==> src/rtl/scmd_pkg.sv <==
package scmd_pkg;
  localparam int unsigned HDR_BITS  = 10;
  localparam int unsigned WORD_BITS = 14;
  localparam int unsigned CHAN_BITS = 5;
  localparam int unsigned MODE_BITS = 2;

  typedef enum logic [1:0] {
    MODE_IDLE  = 2'b00,
    MODE_WRITE = 2'b01,
    MODE_READ  = 2'b10,
    MODE_SPARE = 2'b11
  } cmd_mode_e;

  // Frame length in bits for a given mode code.
  function automatic int unsigned frame_len(input logic [1:0] m);
    return (m == MODE_WRITE) ? HDR_BITS + WORD_BITS : HDR_BITS;
  endfunction
endpackage

==> src/rtl/scmd_edge.sv <==
module scmd_edge #(
  parameter int unsigned STAGES  = 2,
  parameter logic        RST_VAL = 1'b0
) (
  input  logic clk,
  input  logic rst_n,
  input  logic din,
  output logic level,
  output logic rise,
  output logic fall
);
  logic [STAGES:0] chain;

  for (genvar g = 0; g <= STAGES; g++) begin : g_stage
    if (g == 0) begin : g_first
      always_ff @(posedge clk or negedge rst_n) begin
        if (!rst_n) chain[0] <= RST_VAL;
        else        chain[0] <= din;
      end
    end else begin : g_next
      always_ff @(posedge clk or negedge rst_n) begin
        if (!rst_n) chain[g] <= RST_VAL;
        else        chain[g] <= chain[g-1];
      end
    end
  end

  assign level = chain[STAGES-1];
  assign rise  = chain[STAGES-1] & ~chain[STAGES];
  assign fall  = ~chain[STAGES-1] & chain[STAGES];
endmodule

==> src/rtl/scmd_rx.sv <==
module scmd_rx
  import scmd_pkg::*;
#(
  parameter int unsigned HDR_W  = HDR_BITS,
  parameter int unsigned DATA_W = WORD_BITS,
  parameter int unsigned ADDR_W = CHAN_BITS,
  parameter int unsigned MODE_W = MODE_BITS,
  localparam int unsigned FRAME_W = HDR_W + DATA_W,
  localparam int unsigned CNT_W   = $clog2(FRAME_W + 1)
) (
  input  logic              clk,
  input  logic              rst_n,
  input  logic              ev_sync_fall,
  input  logic              ev_sclk_fall,
  input  logic              din,
  output logic              busy,
  output logic              is_rb,
  output logic              cmd_done,
  output logic              rb_start,
  output logic              rb_end,
  output logic [MODE_W-1:0] mode_o,
  output logic              cal_o,
  output logic              osel_o,
  output logic [ADDR_W-1:0] addr_o,
  output logic [DATA_W-1:0] data_o,
  output logic              wr_stb,
  output logic [ADDR_W-1:0] rb_addr
);
  localparam int unsigned CAL_POS  = HDR_W - MODE_W - 1;
  localparam int unsigned OSEL_POS = HDR_W - MODE_W - 2;
  localparam int unsigned ADDR_TOP = HDR_W - MODE_W - 3;

  function automatic logic [MODE_W-1:0] hdr_mode(input logic [HDR_W-1:0] h);
    return h[HDR_W-1 -: MODE_W];
  endfunction
  function automatic logic [ADDR_W-1:0] hdr_addr(input logic [HDR_W-1:0] h);
    return h[ADDR_TOP -: ADDR_W];
  endfunction

  logic [FRAME_W-1:0] sh_q, sh_n;
  logic [CNT_W-1:0]   cnt_q, cnt_n;
  logic [MODE_W-1:0]  mode_seen_q;
  logic               busy_q, is_rb_q, rb_pend_q;
  logic               accept, bit_ev, hdr_end, wr_end;
  logic [HDR_W-1:0]   hdr;

  always_comb begin
    sh_n     = {sh_q[FRAME_W-2:0], din};
    cnt_n    = cnt_q + 1'b1;
    accept   = ev_sync_fall && !busy_q;
    bit_ev   = ev_sclk_fall && busy_q;
    hdr_end  = bit_ev && !is_rb_q && (cnt_n == CNT_W'(HDR_W))
               && (mode_seen_q != MODE_W'(MODE_WRITE));
    wr_end   = bit_ev && !is_rb_q && (cnt_n == CNT_W'(FRAME_W));
    cmd_done = hdr_end || wr_end;
    rb_end   = bit_ev && is_rb_q && (cnt_n == CNT_W'(DATA_W));
    rb_start = accept && rb_pend_q;
    hdr      = wr_end ? sh_n[FRAME_W-1 -: HDR_W] : sh_n[HDR_W-1:0];
  end

  always_ff @(posedge clk or negedge rst_n) begin
    if (!rst_n) begin
      busy_q      <= 1'b0;
      is_rb_q     <= 1'b0;
      rb_pend_q   <= 1'b0;
      cnt_q       <= '0;
      sh_q        <= '0;
      mode_seen_q <= '0;
    end else if (accept) begin
      busy_q    <= 1'b1;
      is_rb_q   <= rb_pend_q;
      rb_pend_q <= 1'b0;
      cnt_q     <= '0;
      sh_q      <= '0;
    end else if (bit_ev) begin
      cnt_q <= cnt_n;
      if (!is_rb_q) sh_q <= sh_n;
      if (!is_rb_q && cnt_n == CNT_W'(MODE_W)) mode_seen_q <= sh_n[MODE_W-1:0];
      if (cmd_done || rb_end) busy_q <= 1'b0;
      if (cmd_done && hdr_mode(hdr) == MODE_W'(MODE_READ)) rb_pend_q <= 1'b1;
    end
  end

  always_ff @(posedge clk or negedge rst_n) begin
    if (!rst_n) begin
      mode_o  <= '0;
      cal_o   <= 1'b0;
      osel_o  <= 1'b0;
      addr_o  <= '0;
      data_o  <= '0;
      wr_stb  <= 1'b0;
      rb_addr <= '0;
    end else begin
      wr_stb <= wr_end;
      if (cmd_done) begin
        mode_o <= hdr_mode(hdr);
        cal_o  <= hdr[CAL_POS];
        osel_o <= hdr[OSEL_POS];
        addr_o <= hdr_addr(hdr);
        if (hdr_mode(hdr) == MODE_W'(MODE_READ)) rb_addr <= hdr_addr(hdr);
      end
      if (wr_end) data_o <= sh_n[DATA_W-1:0];
    end
  end

  assign busy  = busy_q;
  assign is_rb = is_rb_q;
endmodule

==> src/rtl/scmd_tx.sv <==
module scmd_tx #(
  parameter int unsigned DATA_W = 14
) (
  input  logic              clk,
  input  logic              rst_n,
  input  logic              load,
  input  logic [DATA_W-1:0] load_word,
  input  logic              rb_active,
  input  logic              ev_rise,
  input  logic              stop,
  output logic              sdo,
  output logic              drive
);
  logic [DATA_W-1:0] sh_q;
  logic              started_q, drive_q;

  always_ff @(posedge clk or negedge rst_n) begin
    if (!rst_n) begin
      sh_q      <= '0;
      started_q <= 1'b0;
      drive_q   <= 1'b0;
    end else if (load) begin
      sh_q      <= load_word;
      started_q <= 1'b0;
      drive_q   <= 1'b0;
    end else if (stop) begin
      started_q <= 1'b0;
      drive_q   <= 1'b0;
    end else if (ev_rise && rb_active) begin
      if (!started_q) begin
        started_q <= 1'b1;
        drive_q   <= 1'b1;
      end else begin
        sh_q <= {sh_q[DATA_W-2:0], 1'b0};
      end
    end
  end

  assign sdo   = drive_q & sh_q[DATA_W-1];
  assign drive = drive_q;
endmodule

==> src/rtl/serial_cmd_slave.sv <==
module serial_cmd_slave
  import scmd_pkg::*;
#(
  parameter int unsigned SYNC_STAGES = 2,
  parameter int unsigned DATA_W      = WORD_BITS,
  parameter int unsigned ADDR_W      = CHAN_BITS,
  parameter int unsigned MODE_W      = MODE_BITS
) (
  input  logic              clk,
  input  logic              rst_n,
  input  logic              sync_n,
  input  logic              sclk,
  input  logic              sdi,
  input  logic [DATA_W-1:0] rb_word,
  output logic              sdo,
  output logic              sdo_drive,
  output logic [ADDR_W-1:0] rb_channel,
  output logic [MODE_W-1:0] mode,
  output logic              cal,
  output logic              ofs_sel,
  output logic [ADDR_W-1:0] chan,
  output logic [DATA_W-1:0] data,
  output logic              wr_stb
);
  localparam int unsigned N_IN = 3;   // 0: sdi, 1: sclk, 2: sync_n

  logic [N_IN-1:0] pin_raw, pin_lvl, pin_rise, pin_fall;
  assign pin_raw = {sync_n, sclk, sdi};

  for (genvar g = 0; g < N_IN; g++) begin : g_pin
    scmd_edge #(
      .STAGES (SYNC_STAGES),
      .RST_VAL(g == 2)
    ) u_edge (
      .clk  (clk),
      .rst_n(rst_n),
      .din  (pin_raw[g]),
      .level(pin_lvl[g]),
      .rise (pin_rise[g]),
      .fall (pin_fall[g])
    );
  end

  // Named internal events for the checker.
  logic ev_sync_fall, ev_sclk_fall, ev_sclk_rise, sdi_s;
  logic frame_busy, frame_is_rb, cmd_done, rb_start, rb_end;
  assign ev_sync_fall = pin_fall[2];
  assign ev_sclk_fall = pin_fall[1];
  assign ev_sclk_rise = pin_rise[1];
  assign sdi_s        = pin_lvl[0];

  logic sig_unused;
  assign sig_unused = &{pin_lvl[2:1], pin_rise[2], pin_rise[0], pin_fall[0]};

  scmd_rx #(
    .DATA_W(DATA_W),
    .ADDR_W(ADDR_W),
    .MODE_W(MODE_W)
  ) u_rx (
    .clk         (clk),
    .rst_n       (rst_n),
    .ev_sync_fall(ev_sync_fall),
    .ev_sclk_fall(ev_sclk_fall),
    .din         (sdi_s),
    .busy        (frame_busy),
    .is_rb       (frame_is_rb),
    .cmd_done    (cmd_done),
    .rb_start    (rb_start),
    .rb_end      (rb_end),
    .mode_o      (mode),
    .cal_o       (cal),
    .osel_o      (ofs_sel),
    .addr_o      (chan),
    .data_o      (data),
    .wr_stb      (wr_stb),
    .rb_addr     (rb_channel)
  );

  scmd_tx #(
    .DATA_W(DATA_W)
  ) u_tx (
    .clk      (clk),
    .rst_n    (rst_n),
    .load     (rb_start),
    .load_word(rb_word),
    .rb_active(frame_busy && frame_is_rb),
    .ev_rise  (ev_sclk_rise),
    .stop     (rb_end),
    .sdo      (sdo),
    .drive    (sdo_drive)
  );
endmodule

==> config.mk <==
export PLATFORM = sky130hd
export DESIGN_NAME = serial_cmd_slave
export DESIGN_NICKNAME = d
export VERILOG_FILES = /design/src/rtl/scmd_pkg.sv /design/src/rtl/scmd_edge.sv /design/src/rtl/scmd_rx.sv /design/src/rtl/scmd_tx.sv /design/src/rtl/serial_cmd_slave.sv
export SDC_FILE = /design/constraint.sdc
export NUM_CORES = 1
export LEC_CHECK = 0
export BUFFER_PORTS_ARGS = -buffer_cell sky130_fd_sc_hd__buf_2
export CORE_MARGIN = 3
export CORE_UTILIZATION = 38
export CTS_CLUSTER_DIAMETER = 100
export CTS_CLUSTER_SIZE = 24
export DETAILED_ROUTE_END_ITERATION = 10
export GPL_TIMING_DRIVEN = 0
export PLACE_DENSITY = 0.54
export SETUP_SLACK_MARGIN = 0.5
export SYNTH_ARGS = -nofsm -noshare
export SYNTH_HDL_FRONTEND = slang
export SYNTH_SLANG_ARGS = --single-unit
==> constraint.sdc <==
create_clock -name clk -period 5.5 [get_ports clk]
set_input_delay 1.1 -clock clk [delete_from_list [all_inputs] [get_ports clk]]
set_output_delay 1.1 -clock clk [all_outputs]
set_load 0.02 [all_outputs]
# Word-level counts from Yosys, hierarchy flattened
# Index checks and enable logic that the tools add are counted.
[totals]
output_inout_bits = 31
regBits = 86
in_bits = 19
ram_bits = 0
mem_count = 0
latch_bits = 0
rom_bits = 0
word_cells = 95
[classes]
bitwise = 8
div_mod_pow = 0
addsub = 1
reduce_logical = 30
magnitude_cmp = 0
eq_ne = 9
shift = 0
n_mul = 0
mux = 23
[op_table]
columns = ["operator", "n"]
rows = [
  ["23-bit two-way mux", 3],
  ["14-bit two-way mux", 4],
  ["1-bit logical AND", 13],
  ["1-bit two-way mux", 13],
  ["5-bit by 4-bit equality test with 1-bit output, second input constant", 2],
  ["10-bit two-way mux", 1],
  ["5-bit two-way mux", 2],
  ["2-bit AND reduction", 5],
  ["2-bit nonzero test", 5],
  ["3-bit AND reduction", 2],
  ["5-bit by 1-bit adder with 5-bit output, second input constant", 1],
  ["5-bit by 2-bit equality test with 1-bit output, second input constant", 1],
  ["5-bit equality test, second input constant", 1],
  ["1-bit bitwise AND", 4],
  ["2-bit != test, second input constant", 2],
  ["1-bit inverter", 4],
  ["3-bit != test, second input constant", 1],
  ["3-bit nonzero test", 1],
  ["2-bit equality test, second input constant", 1],
  ["1-bit zero test", 2],
  ["1-bit logical OR", 2],
  ["2-bit by 1-bit != test with 1-bit output, second input constant", 1],
]

# Logic depth before layout (Yosys ltp)
# Gate-level depths: netlist of the first run.
[depth]
depth_word = 11
depth_mapped = 7
ltp_nobuf = 6

# Cells and area by module
# A second synthesis of the first run with hierarchy kept.
[hier_totals]
cells_unflattened = 317
area_unflattened_um2 = 3683.5
[modules_own_cells]
columns = ["mod", "cells_each", "seq_area_each_um2", "instances", "area_each_um2"]
rows = [
  ["scmd_rx", 232, 1551.5, 1, 2668.8],
  ["scmd_tx", 69, 400.4, 1, 734.5],
  ["scmd_edge at g_pin[0].u_edge ...", 5, 75.1, 2, 90.1],
  ["scmd_edge at g_pin[2].u_edge", 5, 78.8, 1, 93.8],
  ["serial_cmd_slave", 1, 0.0, 1, 6.3],
]

# Least setup slack after synthesis of the first run
# OpenSTA, ideal clock, no wires.
[synth_path]
kind = "register -> register"
start = "register u_rx.cnt_q[0]"
end = "register u_rx.addr_o[0]"
t_arrival_ns = 2.224
path_stages_with_launch = 7
setup_time_ns = 0.125
synth_period_minus_slack_ns = 2.349
path_slack_ns = 3.151
t_required_ns = 5.375
n_path_buf = 0
path_cell_list = "dfrtp_1 ha_1 and4_1 or3b_4 nor3_4 mux2_2 mux2_2"
[synth_via]
elab_chain_len = 5
word_cells_on_any_way = 8
cone_classes = "add/sub: 1; eq/ne: 2; mux: 1; reduce/logical: 4"
[synth_lines]
columns = ["element", "line", "source"]
rows = [
  ["start, declared", "scmd_rx.sv:41", "logic [CNT_W-1:0] cnt_q, cnt_n;"],
  ["start signal, assigned", "scmd_rx.sv:76", "cnt_q <= cnt_n;"],
  ["5-bit by 1-bit adder with 5-bit output *", "scmd_rx.sv:49", "cnt_n = cnt_q + 1'b1;"],
  ["5-bit by 4-bit equality test with 1-bit output", "scmd_rx.sv:52", "hdr_end = bit_ev && !is_rb_q && (cnt_n == CNT_W'(HDR_W))"],
  ["1-bit logical AND", "scmd_rx.sv:52", ""],
  ["1-bit logical AND", "scmd_rx.sv:53", "&& (mode_seen_q != MODE_W'(MODE_WRITE));"],
  ["1-bit logical OR", "scmd_rx.sv:55", "cmd_done = hdr_end || wr_end;"],
  ["end signal, assigned", "scmd_rx.sv:99", "addr_o <= hdr_addr(hdr);"],
  ["end, declared", "scmd_rx.sv:24", "output logic [ADDR_W-1:0] addr_o,"],
]
# Every way passes the cells marked *; elsewhere a longest branch is shown, timed or not.
# A chain may end at the register's enable or synchronous reset.

# Worst setup path after layout of the first run
# Ends and elaborated chain as after synthesis.

==> results by group, run 1 <==
Outcome
  – Outcome: completed

Routing
  – Pre-Repair DR Iteration Count: 4
  – Met3 WL: ~260 um
  – First DRT Iteration DRCs: slightly below 80
  – Final ANT Viol Nets: 0
  – Met2 wire length: 2780 um
  – Final WL: ~6700 um
  – DRC: 0
  – Top routing layer used: met4
  – Vias after detailed routing: approximately 2200
  – WL per Instance: between 15 and 20 um
  – Met1 Wirelength: around 3500 um
  – Post-DR vias/cell: around 5.0

Global routing
  – Grt ovf: 0
  – Largest net degree at the start of global routing: 55
  – Antenna violations before repair: 0
  – Number of global-route vias before repair: roughly 2200
  – First-pass GRT wire length: about 11000 um
  – GRT Total Usage: between 10% and 20%

Placement
  – Placed cells: 420
  – Number of I/O port buffers: slightly below 50
  – Post-DP HPWL: between 4000 and 5000 um
  – RD Place Congestion: ~0.67

STA
  – Unrepaired setup endpoints after global routing: false
  – Final min period: 2.55 ns
  – TNS Setup: 0 ns
  – Final Max Tran Viols: 0
  – Final Cycle Share: ~46%
  – F_max: a little under 400 MHz
  – Max Clock Skew: 0.0200 ns
  – Worst-margin pin slew: approximately 0.66 ns
  – Rel. slew slack: a little under three fifths
  – Final setup vio count: 0
  – Final hold violations: 0

Floorplanning
  – Core footprint: between 0.008 and 0.009 mm^2
  – Die span in x: 102 um
  – # rows: 34
  – Die Footprint: between 0.01 and 0.015 mm^2
  – Initial Utilization: around 40%
  – Ports: 50
  – Height of the die: between 100 and 150 um

Worst setup path
  – Required time worst endpoint: between 5 and 6 ns
  – Setup crit end kind: register
  – Critical path type: reg -> reg
  – Startpoint Class: register
  – Data arrival, critical path: between 2 and 3 ns
  – Critical path peak fanout: 8
  – Worst r2r path cells: 6
  – Worst R2R Setup Slack: 2.95 ns

Synth
  – Synth cell types: 36
  – Ys Warns: 0
  – Syn Inst Count: approximately 260
  – Net Count, Synth: between 200 and 300
  – Post-Syn Area per Cell: 13.2 um^2
  – Cell area after synthesis: roughly 0.0035 mm^2
  – Sequential cell area fraction in the yosys report: a little over 60%
  – Synth Register Bits: 86

CTS
  – H-tree levels: 3
  – CTS clk-pin slew, worst paths: around 0.090 ns
  – Clock sink count: between 80 and 90
  – CTS tree: yes
  – CTS hold repair buffers: 0
  – Clock Latency Late Sink: roughly 0.37 ns
  – Post-CTS Setup Inserts: 0
  – Clock root cell: clkbuf_8
  – CTS max path bufs: 2
  – Post-cts resize count: 0
  – CTS buffer count: 9

Cells and area
  – Final #Nets: between 300 and 400
  – Antenna fix cells: 0
  – Area Overhead vs Synth: 18.4%
  – Layout cell share with drive strength beyond 1: 33.8%
  – Non-Filler Instances: between 400 and 500

Power and ir drop
  – Power Density: 367 mW/mm^2
  – Lkg Pwr: 2.05 nW
  – Peak supply drop: ~0.12 mV

Min path
  – Hold Crit Class: reg -> reg
  – Hold path depth: 0

Flow run
  – MaxCap Viol Count: 0
[cell type report]
type | count | area [um^2]
fill | 811 | 4700
sequential | 86 | 2160
multi-input combinational | 160 | 1230
timing repair buffer | 50 | 275
tap | 108 | 135
clock buffer | 9 | 124
clock inverter | 7 | 105
buffer | 12 | 65.1
inverter | 4 | 15.0
[final timing paths]
check	from	to
max in group asynchronous	rst_n	g_pin[2].u_edge.chain[2]
hold / removal	g_pin[1].u_edge.chain[0]	g_pin[1].u_edge.level
setup / recovery	u_rx.cnt_q[0]	u_rx.addr_o[0]
min in group asynchronous	rst_n	u_rx.sh_q[6]
setup reg to reg	u_rx.cnt_q[0]	u_rx.addr_o[0]
hold reg to reg	g_pin[1].u_edge.chain[0]	g_pin[1].u_edge.level
[stage by stage]
stage | setup slack, ns | hold slack [ns] | power, mW | utilization, % | cell area (um^2)
floorplan | 3.15 | 0.331 | 0.930 | - | 3470
global placement | 2.53 | 0.337 | 1.01 | 43.7 | 3850
detailed placement | 2.95 | 0.340 | 1.02 | 44.0 | 3880
CTS | 2.93 | 0.361 | 1.53 | 46.6 | 4110
global route | 2.80 | 0.370 | 1.59 | 46.6 | 4110
finish | 2.95 | 0.356 | 1.51 | 46.6 | 4110
[metal layers]
metal	vias to the layer above	track usage, %
met5	-	0
met4	0	5.21
met3	7	4.13
met2	44	18.8
met1	1064	21.7
li1	1070	-
[cells in the final DEF (no fill, tap or decap), drive strengths merged, types with 2 or more instances in the layout]
master / instances
a21oi: 4
a22o: 24
and2: 3
buf: 56
bufinv: 2
clkbuf: 15
clkinv: 2
dfrtp: 83
dfstp: 3
ha: 3
inv: 6
mux2: 31
mux2i: 17
nand2: 24
nand3: 2
nand3b: 2
nor2: 7
nor3: 4
nor3b: 2
o21ai: 22
[Yosys cell counts (all sizes together)]
library cell | n | area, um^2
clkbuf | 6 | 22.5
mux2i | 17 | 170
or3b | 1 | 11.3
nor3b | 2 | 15.0
dfrtp | 83 | 2080
o31ai | 1 | 7.51
and2 | 3 | 18.8
nand2 | 24 | 90.1
and4bb | 1 | 12.5
inv | 4 | 15.0
o21ai | 22 | 114
a21o | 1 | 7.51
dfstp | 3 | 78.8
nor4 | 1 | 6.26
xor2 | 1 | 8.76
or2 | 1 | 6.26
nand2b | 1 | 6.26
and3b | 1 | 8.76
a21oi | 4 | 20.0
o221ai | 1 | 8.76
a211oi | 1 | 7.51
xnor2 | 1 | 8.76
nand3b | 2 | 15.0
nor2 | 7 | 26.3
nor3 | 4 | 31.3
nand3 | 2 | 10.0
ha | 3 | 37.5
buf | 6 | 42.5
and4b | 1 | 10.0
a31oi | 1 | 6.26
and4 | 1 | 8.76
mux2 | 31 | 349
a22o | 24 | 210
[logic make-up (layout without fill, tap and decap cells)]
kind of cell	after synthesis	in the layout	synth area share (%)
AO/OA/AOI/OAI	55	55	11.0
XOR/XNOR	2	2	0.505
adder cells (fa/ha/maj)	3	3	1.08
buffers and inverters	16	82	2.31
flip-flops	86	86	62.2
multiplexers	48	48	15.0
AND/OR/NAND/NOR	52	52	7.97
[registers in the layout, summed over array words and instances, names as in the netlist]
| register | count |
|---|---|
| u_rx.wr_stb | 1 |
| u_tx.started_q | 1 |
| u_rx.osel_o | 1 |
| g_pin.u_edge.level | 3 |
| u_rx.rb_pend_q | 1 |
| u_tx.sh_q | 14 |
| u_rx.busy | 1 |
| g_pin.u_edge.chain | 5 |
| u_tx.drive | 1 |
| u_rx.is_rb | 1 |
| u_rx.addr_o | 5 |
| u_rx.rb_addr | 5 |
| u_rx.cal_o | 1 |
| u_rx.data_o | 14 |
| u_rx.sh_q | 23 |
| u_rx.cnt_q | 5 |
| u_rx.mode_seen_q | 2 |
| u_rx.mode_o | 2 |
[worst max-delay path, cell delays in order (launching register included)]
cell and delay (ns):
dfrtp_1 0.44, ha_1 0.28, and4_1 0.19, or3b_4 0.41, nor3_4 0.44, mux2_2 0.41, mux2_2 0.26
[power by group]
group | switching [mW] | leakage (nW) | internal, mW
sequential | 0.0770 | 1.09 | 0.707
combinational | 0.115 | 0.849 | 0.103
clock | 0.242 | 0.112 | 0.262
total | 0.434 | 2.05 | 1.07
Power figures use the tool's default switching activity.
==> run 2, diff against run 1 <==
Clock period 5.5 ns to 2.6 ns, I/O delays scaled along.
==> results by group, run 2 (synthesis gave the netlist of run 1 again) <==
Floorplanning
  – Initial Utilization: between 30% and 40%
  – Core footprint: 0.00881 mm^2
  – Die Footprint: ~0.010 mm^2
  – Die span in x: between 100 and 150 um
  – Ports: 50
  – # rows: 34
  – Height of the die: about 100 um

Global routing
  – GRT Total Usage: between 10% and 20%
  – Grt ovf: 0
  – Number of global-route vias before repair: between 2000 and 2500
  – First-pass GRT wire length: ~12000 um
  – Antenna violations before repair: 0
  – Met2 Resource Use GR: slightly above 20%
  – Largest net degree at the start of global routing: 72
  – GRT busiest layer: met1
  – GR met1 Demand/Resource: 21.6%
  – Global routing usage on met3: under 10%

Routing
  – Vias after detailed routing: between 2000 and 2500
  – DRC: 0
  – Final ANT Viol Nets: 0
  – Final WL: slightly above 7000 um
  – Pre-Repair DR Iteration Count: 4
  – First DRT Iteration DRCs: between 100 and 150
  – WL per Instance: 15.7 um
  – Post-DR vias/cell: roughly 5.1

Worst setup path
  – Critical path peak fanout: 8
  – Worst R2R Setup Slack: approximately 0.41 ns
  – Reg2reg end: u_rx.addr_o[0]
  – Data arrival, critical path: between 2 and 2.5 ns
  – Worst path cell trace: ha_4, and4_1, or3b_4, nor3_4, buf_12, mux2_4, mux2_4
  – Reg2reg start: u_rx.cnt_q[1]
  – Crit path largest cell delay: between 0.4 and 0.5 ns
  – CP top delay family: simple AND/OR/NAND/NOR gates
  – Worst r2r path cells: 7
  – WP buf/inv: 1
  – Top cell by count, worst path: mux2_4
  – Startpoint Class: register
  – Setup crit end kind: register
  – CP startpoint: u_rx.cnt_q[1]
  – Critical path type: reg -> reg
  – Required time worst endpoint: roughly 2.9 ns
  – Crit path max-delay cell type: dfrtp_1

Min path
  – Hold Path Sink: g_pin[2].u_edge.chain[0]
  – Hold Path Origin: sync_n
  – Hold path depth: 1
  – Hold Crit Class: in -> reg

CTS
  – Clock sink count: 86
  – CTS buffer count: 9
  – Clock root cell: clkbuf_8
  – CTS clk-pin slew, worst paths: 0.09 ns
  – CTS tree: yes
  – Clock Latency Late Sink: roughly 0.36 ns
  – H-tree levels: 3
  – CTS max path bufs: 2

STA
  – Final min period: roughly 2.2 ns
  – Worst-margin pin slew: 0.615 ns
  – Rel. slew slack: around three fifths
  – Final Cycle Share: a little over four fifths
  – Max Clock Skew: roughly 0.014 ns
  – Hold_ws: 0.259 ns
  – Unrepaired setup endpoints after global routing: true
  – Final Max Tran Viols: 0
  – TNS Setup: 0 ns
  – Final hold violations: 0
  – Setup ws final: around 0.41 ns
  – Final setup vio count: 0
  – F_max: approximately 460 MHz

Cells and area
  – Largest register FFs: 23
  – Largest Register: u_rx.sh_q
  – Non-Filler Instances: approximately 450
  – Final #Nets: roughly 360
  – Core Util, Final: 49.7%
  – Antenna fix cells: 0
  – Commonest non-fill, non-tap cells in the layout: 83 x dfrtp_1, 50 x buf_2, 24 x a22o_1
  – Commonest non-fill, non-tap cell in the layout: dfrtp_1
  – Layout cell share with drive strength beyond 1: about two fifths
  – Area Overhead vs Synth: 26.2%
  – Filler Cell Count: ~800
  – Fin area: ~0.0044 mm^2
  – Largest registers: u_rx.sh_q x23, u_rx.data_o x14, u_tx.sh_q x14

Power and ir drop
  – Power Density: between 700 and 800 mW/mm^2
  – Lkg Pwr: approximately 2.2 nW
  – Total power: around 3.1 mW
  – Peak supply drop: 0.320 mV

Placement
  – Post-DP HPWL: 4500 um
  – Instance area at placement: between 0.003 and 0.004 mm^2
  – RD Place Congestion: 0.684
  – Number of I/O port buffers: 49
  – Worst slack, placed: about 0.15 ns
  – Placed cells: 420

Outcome
  – Outcome: completed

Flow run
  – MaxCap Viol Count: 0
run 2: cell count changes in the layout (fill, tap and decap cells not counted), moves of 2 or more:
| cell | before | now |
|---|---|---|
| mux2_2 | 31 | 8 |
| mux2_4 | 0 | 23 |
| buf_4 | 1 | 11 |
| buf_2 | 52 | 50 |
| bufinv_16 | 2 | 0 |
| clkbuf_1 | 6 | 4 |
| clkbuf_2 | 0 | 2 |
| clkinv_2 | 0 | 2 |
| o21ai_0 | 21 | 19 |
| o21ai_1 | 0 | 2 |
run 2: area by class of cell:
type | count | area, um^2 | share of cell area [%]
inverter | 4 | 15.0 | 0.343
multi-input combinational | 160 | 1400 | 31.9
clock buffer | 10 | 138 | 3.14
clock inverter | 6 | 43.8 | 1.00
sequential | 86 | 2160 | 49.3
timing repair buffer | 63 | 417 | 9.52
buffer | 12 | 76.3 | 1.74
tap | 108 | 135 | 3.09
run 2: how the worst max path moves through the flow:
stage                      endpoint  slack [ns]  cells past startpoint
floorplan            u_rx.addr_o[0]        0.36                      6
global route         u_rx.addr_o[0]        0.35                      7
finish               u_rx.addr_o[0]        0.41                      7
global placement     u_rx.addr_o[0]        0.17                      6
CTS                 u_rx.rb_addr[3]        0.36                      7
detailed placement   u_rx.addr_o[0]        0.15                      6
run 2: worst reg2reg max path, stage by stage (launching register included):
cell     delay (ns)
dfrtp_1        0.42
ha_4           0.19
and4_1         0.16
or3b_4         0.42
nor3_4         0.17
buf_12         0.16
mux2_4         0.31
mux2_4         0.26
run 2: per-layer routing:
metal  wire [um]  up-vias
met4         132        0
met1        3640     1144
met3         261       11
li1            -     1096
met2        3020       47
met5           0        -
run 2: where the power goes:
group	total (mW)	switching, mW	leakage (nW)	internal, mW
logic	0.604	0.298	0.971	0.306
registers	1.67	0.179	1.09	1.50
clock network	0.868	0.490	0.0930	0.378
run 2: what timing repair did:
item,CTS,global route
endpoints found under the hold margin,0,5
resized for setup,12,19
setup buffers,10,1
setup endpoints to repair,42,45
pin swaps,5,5
hold buffers,0,1
gates cloned,1,0
==> run 3, diff against run 2 <==
Clock period 2.6 ns to 2.07 ns, I/O delays scaled along.
==> results by group, run 3 (synthesis gave the netlist of run 1 again) <==
Outcome
  – Outcome: finished, violations left
  – Failing checks: setup timing

Floorplanning
  – Die span in x: 102 um
  – Initial Utilization: between 30% and 40%
  – Core footprint: ~0.0088 mm^2
  – Ports: 50
  – Height of the die: 102 um
  – Die Footprint: 0.0103 mm^2
  – # rows: 34

Worst setup path
  – CP startpoint: u_rx.cnt_q[1]
  – Worst r2r path cells: 7
  – Reg2reg end: u_rx.rb_addr[3]
  – Setup crit end kind: register
  – Worst path cell trace: ha_4, and4_4, or3b_4, nor3_4, buf_12, mux2_4, mux2_4
  – Crit. path cell count: 7
  – Data arrival, critical path: roughly 2.4 ns
  – CP top delay family: simple AND/OR/NAND/NOR gates
  – Crit path max-delay cell type: or3b_4
  – Critical path peak fanout: 7
  – WP buf/inv: 1
  – Critical path type: reg -> reg
  – Top cell by count, worst path: mux2_4
  – Crit path largest cell delay: 0.44 ns
  – Reg2reg start: u_rx.cnt_q[1]
  – CP Capture Point: u_rx.rb_addr[3]
  – Worst R2R Setup Slack: -0.13 ns
  – Startpoint Class: register
  – Required time worst endpoint: approximately 2.3 ns

CTS
  – CTS buffer count: 9
  – Clock Latency Late Sink: about 0.35 ns
  – Clock root cell: clkbuf_8
  – CTS clk-pin slew, worst paths: ~0.080 ns
  – Clock sink count: 86
  – CTS tree: yes
  – H-tree levels: 3
  – CTS max path bufs: 2

STA
  – TNS Setup: -2.26 ns
  – Max Clock Skew: around 0.012 ns
  – Final hold violations: 0
  – Setup ws final: -0.131 ns
  – Final Max Tran Viols: 0
  – Unrepaired setup endpoints after global routing: true
  – Rel. slew slack: about three quarters
  – Worst-margin pin slew: roughly 0.35 ns
  – Final setup vio count: 28
  – Final Cycle Share: 106%
  – F_max: ~450 MHz
  – Hold_ws: approximately 0.16 ns
  – Final min period: 2.20 ns

Placement
  – RD Place Congestion: 0.736
  – Number of I/O port buffers: 49
  – Placed cells: 420
  – Instance area at placement: ~0.0040 mm^2
  – Post-DP HPWL: between 4000 and 5000 um

Routing
  – DRC: 0
  – Final ANT Viol Nets: 0
  – First DRT Iteration DRCs: 55
  – WL per Instance: 15.8 um
  – Post-DR vias/cell: around 5
  – Final WL: 7290 um
  – Vias after detailed routing: roughly 2300
  – Pre-Repair DR Iteration Count: 4

Power and ir drop
  – Lkg Pwr: 2.31 nW
  – Peak supply drop: ~0.45 mV
  – Power Density: just under 900 mW/mm^2

Global routing
  – Grt ovf: 0
  – Number of global-route vias before repair: ~2400
  – Antenna violations before repair: 0
  – Largest net degree at the start of global routing: between 70 and 80
  – GRT Total Usage: between 10% and 20%
  – First-pass GRT wire length: ~12000 um

Cells and area
  – Area Overhead vs Synth: 36.1%
  – Final #Nets: 371
  – Commonest non-fill, non-tap cell in the layout: dfrtp_1
  – Core Util, Final: between 50% and 60%
  – Antenna fix cells: 0
  – Non-Filler Instances: 462
  – Largest registers: u_rx.sh_q x23, u_rx.data_o x14, u_tx.sh_q x14
  – Commonest non-fill, non-tap cells in the layout: 81 x dfrtp_1, 48 x buf_2, 29 x mux2_4
  – Largest register FFs: 23
  – Largest Register: u_rx.sh_q
  – Fin area: 0.00472 mm^2
  – Layout cell share with drive strength beyond 1: between 40 and 50%
  – Filler Cell Count: approximately 770

Min path
  – Hold Crit Class: in -> reg

Flow run
  – MaxCap Viol Count: 0
## run 3: report_power, final
part	switching [mW]	leakage (nW)	internal (mW)	total, mW
combinational	0.417	1.13	0.454	0.871
sequential	0.240	1.09	1.88	2.12
clock	0.589	0.0955	0.591	1.18
total	1.25	2.31	2.93	4.17
## run 3: worst min path at each step
stage	start	to	slack (ns)	cells after the start
global route	sync_n	g_pin[2].u_edge.chain[0]	0.15	1
detailed placement	rst_n	u_rx.wr_stb	0.30	1
CTS	sync_n	g_pin[2].u_edge.chain[0]	0.14	1
floorplan	rst_n	g_pin[0].u_edge.chain[0]	0.12	0
global placement	g_pin[1].u_edge.chain[0]	g_pin[1].u_edge.level	0.34	0
finish	sync_n	g_pin[2].u_edge.chain[0]	0.16	1
## run 3: repair_timing
item | 4_1_cts | 5_1_grt
endpoints found under the setup margin | 68 | 70
gates resized for setup | 45 | 49
hold endpoints to repair | 15 | 0
pin swaps | 7 | 9
setup buffers | 21 | 4
hold buffers | 1 | 0
## run 3: final cells by class
cell class	count	area (um^2)	share of cell area [%]
multi-input combinational	160	1540	32.5
clock inverter	5	58.8	1.25
clock buffer	11	141	2.99
sequential	86	2160	45.7
timing repair buffer	76	541	11.4
inverter	4	15.0	0.318
tap	108	135	2.86
buffer	12	136	2.89
## run 3: stage by stage
step | setup WS (ns) | power, mW
final | -0.131 | 4.17
after global routing | -0.179 | 4.41
after CTS | -0.174 | 4.11
after detailed placement | -0.369 | 2.74
after global placement | -0.347 | 2.71
after floorplan | -0.166 | 2.49
## run 3: worst reg2reg max path, stage by stage, from the launching register on
cell and delay [ns]:
dfrtp_1 0.41, ha_4 0.19, and4_4 0.15, or3b_4 0.44
nor3_4 0.16, buf_12 0.16, mux2_4 0.32, mux2_4 0.27
## run 3: routing by layer
| layer | up-vias | share of wire (%) | track usage (%) |
|---|---|---|---|
| li1 | 1125 | - | - |
| met1 | 1155 | 50 | 22.2 |
| met2 | 40 | 46 | 22.1 |
| met3 | 9 | 3.2 | 2.96 |
| met4 | 0 | 1.7 | 6.13 |
| met5 | - | 0 | 0 |
